$ cat config.mk
export PLATFORM = sky130hd
export DESIGN_NAME = endian_lane_steer
export DESIGN_NICKNAME = d
export VERILOG_FILES = /design/src/rtl/lane_pkg.sv /design/src/rtl/lane_align_check.sv /design/src/rtl/lane_index_map.sv /design/src/rtl/lane_store_pack.sv /design/src/rtl/lane_load_extract.sv /design/src/rtl/endian_lane_steer.sv
export SDC_FILE = /design/constraint.sdc
export NUM_CORES = 1
export LEC_CHECK = 0
export BUFFER_PORTS_ARGS = -buffer_cell sky130_fd_sc_hd__buf_4
export CAP_MARGIN = 10
export CORE_MARGIN = 3
export CORE_UTILIZATION = 35
export CTS_BUF_LIST = sky130_fd_sc_hd__clkbuf_8
export CTS_CLUSTER_DIAMETER = 40
export DETAILED_ROUTE_END_ITERATION = 12
export GPL_TIMING_DRIVEN = 0
export SYNTH_ARGS = -nofsm -noshare
export SYNTH_HDL_FRONTEND = slang
export SYNTH_SLANG_ARGS = --single-unit
$ cat constraint.sdc
create_clock -name clk -period 3.38 [get_ports clk]
set_input_delay 0.169 -clock clk [delete_from_list [all_inputs] [get_ports clk]]
set_output_delay 0.169 -clock clk [all_outputs]
set_load 0.01 [all_outputs]
$ cat src/rtl/lane_pkg.sv
package lane_pkg;
  typedef enum logic [1:0] {
    ACC_BYTE = 2'd0,
    ACC_HALF = 2'd1,
    ACC_WORD = 2'd2,
    ACC_RSVD = 2'd3
  } acc_size_e;
endpackage

$ cat src/rtl/lane_align_check.sv
module lane_align_check
  import lane_pkg::*;
#(
  parameter int OFF_W = 2
) (
  input  acc_size_e        size,
  input  logic [OFF_W-1:0] off,
  output logic             bad
);
  always_comb begin
    case (size)
      ACC_BYTE: bad = 1'b0;
      ACC_HALF: bad = off[0];
      ACC_WORD: bad = |off;
      default:  bad = 1'b1;
    endcase
  end
endmodule

$ cat src/rtl/lane_index_map.sv
module lane_index_map
  import lane_pkg::*;
#(
  parameter int LANES = 4,
  parameter int OFF_W = 2
) (
  input  acc_size_e        size,
  input  logic [OFF_W-1:0] off,
  input  logic             big,
  output logic [OFF_W-1:0] base,
  output logic [LANES-1:0] mask
);
  localparam logic [OFF_W-1:0] TOP_LANE  = OFF_W'(LANES - 1);
  localparam logic [OFF_W-1:0] PAIR_LANE = OFF_W'(LANES - 2);

  // lowest lane of the access
  always_comb begin
    case (size)
      ACC_BYTE: base = big ? (TOP_LANE - off) : off;
      ACC_HALF: base = big ? (PAIR_LANE - off) : off;
      default:  base = '0;
    endcase
  end

  genvar i;
  generate
    for (i = 0; i < LANES; i++) begin : g_lane
      logic single_hit;
      logic pair_hit;
      assign single_hit = (base == OFF_W'(i));
      if (i == 0) begin : g_first
        assign pair_hit = single_hit;
      end else begin : g_rest
        assign pair_hit = single_hit || (base == OFF_W'(i - 1));
      end
      always_comb begin
        case (size)
          ACC_BYTE: mask[i] = single_hit;
          ACC_HALF: mask[i] = pair_hit;
          ACC_WORD: mask[i] = 1'b1;
          default:  mask[i] = 1'b0;
        endcase
      end
    end
  endgenerate
endmodule

$ cat src/rtl/lane_store_pack.sv
module lane_store_pack
  import lane_pkg::*;
#(
  parameter int DATA_W = 32,
  parameter int LANES  = DATA_W / 8
) (
  input  acc_size_e         size,
  input  logic [DATA_W-1:0] wdata,
  output logic [DATA_W-1:0] lane_data
);
  localparam int HALVES = LANES / 2;

  always_comb begin
    case (size)
      ACC_BYTE: lane_data = {LANES{wdata[7:0]}};
      ACC_HALF: lane_data = {HALVES{wdata[15:0]}};
      default:  lane_data = wdata;
    endcase
  end
endmodule

$ cat src/rtl/lane_load_extract.sv
module lane_load_extract
  import lane_pkg::*;
#(
  parameter int DATA_W = 32,
  parameter int LANES  = DATA_W / 8,
  parameter int OFF_W  = 2
) (
  input  acc_size_e         size,
  input  logic [OFF_W-1:0]  base,
  input  logic              sgn,
  input  logic [DATA_W-1:0] rdata,
  output logic [DATA_W-1:0] result
);
  logic [7:0]  lane_b [LANES];
  logic [7:0]  byte_v;
  logic [15:0] half_v;

  genvar g;
  generate
    for (g = 0; g < LANES; g++) begin : g_split
      assign lane_b[g] = rdata[8*g +: 8];
    end
  endgenerate

  // the upper lane of the pair holds the upper half of the halfword
  assign byte_v = lane_b[base];
  assign half_v = {lane_b[base + OFF_W'(1)], lane_b[base]};

  always_comb begin
    case (size)
      ACC_BYTE: result = {{(DATA_W-8){sgn & byte_v[7]}}, byte_v};
      ACC_HALF: result = {{(DATA_W-16){sgn & half_v[15]}}, half_v};
      default:  result = rdata;
    endcase
  end
endmodule

$ cat src/rtl/endian_lane_steer.sv
module endian_lane_steer
  import lane_pkg::*;
#(
  parameter int DATA_W = 32,
  localparam int LANES = DATA_W / 8,
  localparam int OFF_W = $clog2(LANES)
) (
  input  logic              clk,
  input  logic              rst,
  input  logic              mode_load,
  input  logic              mode_din,
  output logic              big_endian,
  input  logic              req_valid,
  input  logic              req_write,
  input  logic [1:0]        req_size,
  input  logic              req_signed,
  input  logic [OFF_W-1:0]  req_byte_off,
  input  logic [DATA_W-1:0] req_wdata,
  input  logic [DATA_W-1:0] mem_rdata,
  output logic              rsp_valid,
  output logic [LANES-1:0]  rsp_be,
  output logic [DATA_W-1:0] rsp_wdata,
  output logic [DATA_W-1:0] rsp_rdata,
  output logic              rsp_misalign
);
  acc_size_e         sz;
  logic              mis;
  logic [OFF_W-1:0]  base;
  logic [LANES-1:0]  mask;
  logic [DATA_W-1:0] packed_w;
  logic [DATA_W-1:0] loaded;
  logic              mode_q;

  assign sz = acc_size_e'(req_size);

  lane_align_check #(.OFF_W(OFF_W)) u_align (
    .size(sz), .off(req_byte_off), .bad(mis)
  );

  lane_index_map #(.LANES(LANES), .OFF_W(OFF_W)) u_map (
    .size(sz), .off(req_byte_off), .big(mode_q), .base(base), .mask(mask)
  );

  lane_store_pack #(.DATA_W(DATA_W), .LANES(LANES)) u_pack (
    .size(sz), .wdata(req_wdata), .lane_data(packed_w)
  );

  lane_load_extract #(.DATA_W(DATA_W), .LANES(LANES), .OFF_W(OFF_W)) u_load (
    .size(sz), .base(base), .sgn(req_signed), .rdata(mem_rdata), .result(loaded)
  );

  // mode register: the access in the same cycle sees the old value
  always_ff @(posedge clk) begin
    if (rst)            mode_q <= 1'b0;
    else if (mode_load) mode_q <= mode_din;
  end

  always_ff @(posedge clk) begin
    if (rst) begin
      rsp_valid    <= 1'b0;
      rsp_be       <= '0;
      rsp_wdata    <= '0;
      rsp_rdata    <= '0;
      rsp_misalign <= 1'b0;
    end else begin
      rsp_valid    <= req_valid;
      rsp_misalign <= req_valid & mis;
      rsp_be       <= (req_valid && !mis) ? mask : '0;
      rsp_wdata    <= (req_valid && !mis && req_write) ? packed_w : '0;
      rsp_rdata    <= (req_valid && !mis && !req_write) ? loaded : '0;
    end
  end

  assign big_endian = mode_q;
endmodule

* Yosys cells after proc, flatten, opt, wreduce, memory -nomap -nowiden
Index checks and enable logic that the tools add are counted.
Word-level totals: bits in registers 71, input bits 75, output and inout bits 71, word-level logic and storage cells 55
Cells by class: add/subtract/negate cells 3, order comparisons 2, equality and inequality tests 5, mux-type cells 16, bitwise logic cells 8, reduce and logical (&&, ||, !) cells 15
Operator list (number):
- one-hot mux 32 bit (2 select lines) | 2
- binary-select mux 8 bit (select 2 bit) | 2
- 2-to-1 mux 8 bit | 4
- one-hot mux 1 bit (3 select lines) | 4
- OR reduction 2 bit | 5
- equality test 2 bit, second input constant | 3
- >= comparator 3 bit, second input constant | 2
- NOT 2 -> 3 bit | 2
- equality test 2 x 1 -> 1 bit, second input constant | 2
- zero test 2 bit | 2
- 2-to-1 mux 2 bit | 2
- one-hot mux 2 bit (2 select lines) | 1
- subtractor 2 bit, first input constant | 2
- bitwise AND 1 bit | 3
- logical AND 1 bit | 3
- logical OR 1 bit | 3
- NOT 1 bit | 3
- adder 2 x 1 -> 2 bit, second input constant | 1
- zero test 1 bit | 2
- one-hot mux 1 bit (2 select lines) | 1

* Depth between registers and ports, before layout
word-level depth 10, mapped depth 14, mapped depth without buffers 10

* Modules after synthesis
Synthesis repeated with hierarchy kept, for this count alone.
Second synthesis, totals: cells, all modules 349, area, all modules 3642.2 sq um
Modules (own cells, without submodules):
- endian_lane_steer | times used 1, cells an instance 152, area each 1988.2 sq um, seq. area each 1421.4 sq um
- lane_load_extract | times used 1, cells an instance 119, area each 1014.7 sq um, seq. area each 0.0 sq um
- lane_store_pack | times used 1, cells an instance 53, area each 464.2 sq um, seq. area each 0.0 sq um
- lane_index_map | times used 1, cells an instance 22, area each 161.4 sq um, seq. area each 0.0 sq um
- lane_align_check | times used 1, cells an instance 3, area each 13.8 sq um, seq. area each 0.0 sq um

* Worst setup path after synthesis
Ideal clock, no wire load.
kind reg-to-reg, start point register mode_q, in the netlist big_endian, end point register rsp_rdata[22], setup time 0.114 ns, data arrival time 2.828 ns, required time 3.266 ns, slack 0.438 ns, cell stages (with the launch flop) 13, path buffers 4, clock period less this slack 2.942 ns, cell sequence dfxtp_1 or4b_4 o21ai_4 buf_4 buf_2 ha_1 clkbuf_1 nand2_1 o21ai_0 o211ai_1 o31ai_4 buf_6 a21o_1
Between the ends: cells in the longest elaborated chain, start to end 9, elaborated cells on any way between the ends 15, those cells by class add/sub (1); mux (10); bitwise (4)
RTL lines:
- start: declaration | line endian_lane_steer.sv:32 | logic mode_q;
- start signal: assignment | line endian_lane_steer.sv:55 | else if (mode_load) mode_q <= mode_din;
- 2-to-1 mux 2 bit, on equally long branches | line lane_index_map.sv:20, lane_index_map.sv:19
- one-hot mux 2 bit (2 select lines) (*) | line lane_index_map.sv:18 | case (size)
- adder 2 x 1 -> 2 bit | line lane_load_extract.sv:27 | assign half_v = {lane_b[base + OFF_W'(1)], lane_b[base]};
- NOT 2 -> 3 bit (implied by the code) | line lane_load_extract.sv:27
- binary-select mux 8 bit (select 2 bit) | line lane_load_extract.sv:27
- 2-to-1 mux 8 bit (implied by the code) (2 in series) | line lane_load_extract.sv:27
- bitwise AND 1 bit | line lane_load_extract.sv:32 | ACC_HALF: result = {{(DATA_W-16){sgn & half_v[15]}}, half_v};
- one-hot mux 32 bit (2 select lines) (*) | line lane_load_extract.sv:30 | case (size)
- end signal: assignment | line endian_lane_steer.sv:70 | rsp_rdata <= (req_valid && !mis && !req_write) ? loaded : '0;
- end: declaration | line endian_lane_steer.sv:23 | output logic [DATA_W-1:0] rsp_rdata,
Mark *: on every way between the ends. The rest lies on a longest branch, timed or not. The select of a mux whose other input is x is not followed. A chain may end at the register's enable or synchronous reset.

* Final worst setup path
start point register mode_q, in the netlist big_endian, end point register rsp_rdata[24]
Same word-level chain as after synthesis.

==> results.cfg <==
[place]
io_buffer_count = 145
dpl_cell_area_sq_um = 4250
post-place-ws_ps = -116
gp_congestion = 0.739
dp.cells = 554
hpwl_microns = 7330

[global_route]
grt.total_usage_pct = 19.3
use_met2_pct = 31.9
top_usage_layer = met2
antenna_found_initial = 0
use_met1_pct = 23.0
grt_pass1_vias = 2964
grt_max_degree = 13
gr-usage-met3_pct = 7.92
grt_pass1_wl_microns = 14700
globalRoute.totalOverflow = 0

[sta]
fin_worst_skew_ps = 3.86
finalHoldViolCount = 0
max_slew_margin_pct = 49.7
clock.fmax_mhz = 330
worst_slack_ps = 350
tightest_slew_ps = 755
fin_tns_setup_ps = 0
setup_viol = 0
slew_viol_final = 0
rsz0062_at_grt = false
period_share_pct = 89.7
min_period_ps = 3030

[finish]
design_area_sq_um = 4530
final_cell_mix = 147 x buf_4, 70 x dfxtp_1, 37 x nor2_1
fin_cells = 570
final_common_cell = buf_4
syn_to_final_growth_pct = 49.4
insertedDiodeCount = 0
finalNetCount = 540
drive_gt1_share_pct = 40.0

[synthesis]
postSynthAreaPerCell_sq_um = 9.98
syn_nets = 384
synthDistinctLibCells = 42
yosysSeqAreaShare_pct = 46.9
synth-seq-cells = 71
yosys_warnings = 0
syn_area_sq_um = 3030
syn-instance-count = 304

[power]
ir_drop_mv = 0.282
pwr_density_cell_nw_per_um2 = 462
finalPower_mw = 2.09
p_leak_nw = 2.31

[cts]
cts_max_level = 3
clkTransAtPathRegs_ps = 80
cts_tree = done
clkSinkCount = 71
cts_buffers = 9
cts_setup_buffers = 0
clock_path_buffers = 2
clk_latency_ps = 350
cts-root-buf = clkbuf_8

[hold_path]
worstHoldEndpoint = rsp_rdata[26]
hp-class = in2reg
min_from = mem_rdata[26]
min_path_cells = 2

[floorplan]
core-area_sq_um = 8300
rows = 33
fp.dieH_microns = 99.1
start_util_pct = 36.5
die_area_sq_um = 9820
die_w_microns = 99.1
ios = 146

[routing]
vias = 2827
wirelength_microns = 9470
drc = 0
vias_per_cell = 4.96
firstDrtPassIters = 4
drtAntennaViolNets = 0
wire_per_inst_microns = 16.6
drt-initial-drc-count = 81

[worst_setup_path]
rr_worst_depth = 11
ff2ff_setup_slack_ps = 350
crit_chain = or4b_4 > o21ai_4 > buf_4 > ha_1 > clkbuf_2 > nand2_1 > o21ai_0 > o211ai_1 > o31ai_4 > buf_6 > a21o_1
worstPathMaxFanout = 20
reg2reg_from = big_endian
worst_ep_arrival_time_ps = 3280
required_ps = 3630
cp-end-kind = flop
start_kind = flop
cp_num_cells = 11
cp.buffers_inverters = 3
r2r_end = rsp_rdata[24]
crit_slowest_cell = or4b_4
slowest_delay_ps = 500
worst-setup-path-type = reg2reg
crit_family = compound AO/OA/AOI/OAI gates

[flow_run]
drv_cap = 0

[outcome]
outcome = complete, no violations
[cells in the mapped netlist]
cell type	n	share of area (%)
inv_1	5	0.62
o2111a_1	1	0.37
a211oi_1	8	2.0
clkbuf_1	9	1.1
ha_1	5	2.1
inv_4	1	0.21
buf_4	2	0.49
mux2i_1	26	8.6
or2_2	1	0.21
nor2b_1	7	1.4
or2_1	1	0.21
nand2b_1	1	0.21
nor3_1	2	0.33
o21ai_4	1	0.54
mux4_2	7	5.2
dfxtp_1	71	47
a221o_1	3	0.99
nor2_2	1	0.21
o221a_4	1	0.66
a22oi_1	5	1.2
o21ai_0	6	0.99
nor2_1	37	4.6
or3_1	1	0.21
nor3b_1	1	0.25
o211ai_1	2	0.49
buf_6	2	0.74
and3_1	8	1.7
o21a_1	1	0.25
and2b_4	1	0.33
or4b_4	1	0.45
clkinv_1	1	0.12
buf_2	4	0.66
a21oi_1	29	4.8
o31ai_4	1	0.70
o21ai_1	1	0.16
a21o_1	24	5.9
inv_2	1	0.12
buf_1	3	0.37
a311oi_4	1	0.87
a22o_1	1	0.29
nand2_1	19	2.4
nand3_1	1	0.16
[sequential cells by signal, indices dropped and copies added (netlist names)]
name and cells:
rsp_valid 1, big_endian 1, rsp_wdata 32, rsp_be 4
rsp_rdata 32, rsp_misalign 1
[worst max path at each step]
stage	from	slack, ps	endpoint
after detailed placement	big_endian	-120	rsp_rdata[24]
final	big_endian	350	rsp_rdata[24]
after floorplan	big_endian	440	rsp_rdata[22]
after global placement	big_endian	-70	rsp_rdata[22]
after global routing	big_endian	140	rsp_rdata[24]
after CTS	big_endian	40	rsp_rdata[24]
[timing repair]
item	CTS	global route
pin swaps	0	0
endpoints found under the hold margin	1	0
hold buffers	1	0
endpoints found under the setup margin	10	14
resized for setup	1	1
[kinds of logic (layout without fill, tap and decap cells)]
group           after synthesis  in the layout  synth area share, %
simple gates                 82             82                 12.6
fa+ha+maj                     5              5                 2.06
buf+inv                      28            189                 4.46
flops                        71             71                 46.9
compound gates               85             85                 20.3
mux                          33             33                 13.8
[power by group]
part / internal, mW / switching (mW)
Clock: 0.584 / 0.331
Combinational: 0.162 / 0.155
Sequential: 0.854 / 0.00627
Total: 1.60 / 0.492
[stage by stage]
stage | hold WS (ps) | utilization [%]
6_report | 26.2 | 54.6
5_1_grt | 21.8 | 54.6
3_3_place_gp | 342 | 51.2
2_1_floorplan | 241 | -
4_1_cts | 19.0 | 54.6
3_5_place_dp | 339 | 51.2
[cell type report]
cell class,count,area [sq um]
clock inverters,6,133
multi-input cells,205,1480
flip-flops and latches,71,1420
clock buffers,10,138
repair buffers,146,1100
plain buffers,19,98.8
fillers,764,3770
well taps,105,131
inverters,8,32.5
[per-layer routing]
metal  wire length, microns  vias to the layer above
li1                       -                     1382
met1                   3750                     1293
met2                   4410                      141
met3                   1180                       11
met4                    129                        0
met5                      0                        -
Note: power is estimated with default switching activity, not from simulation.
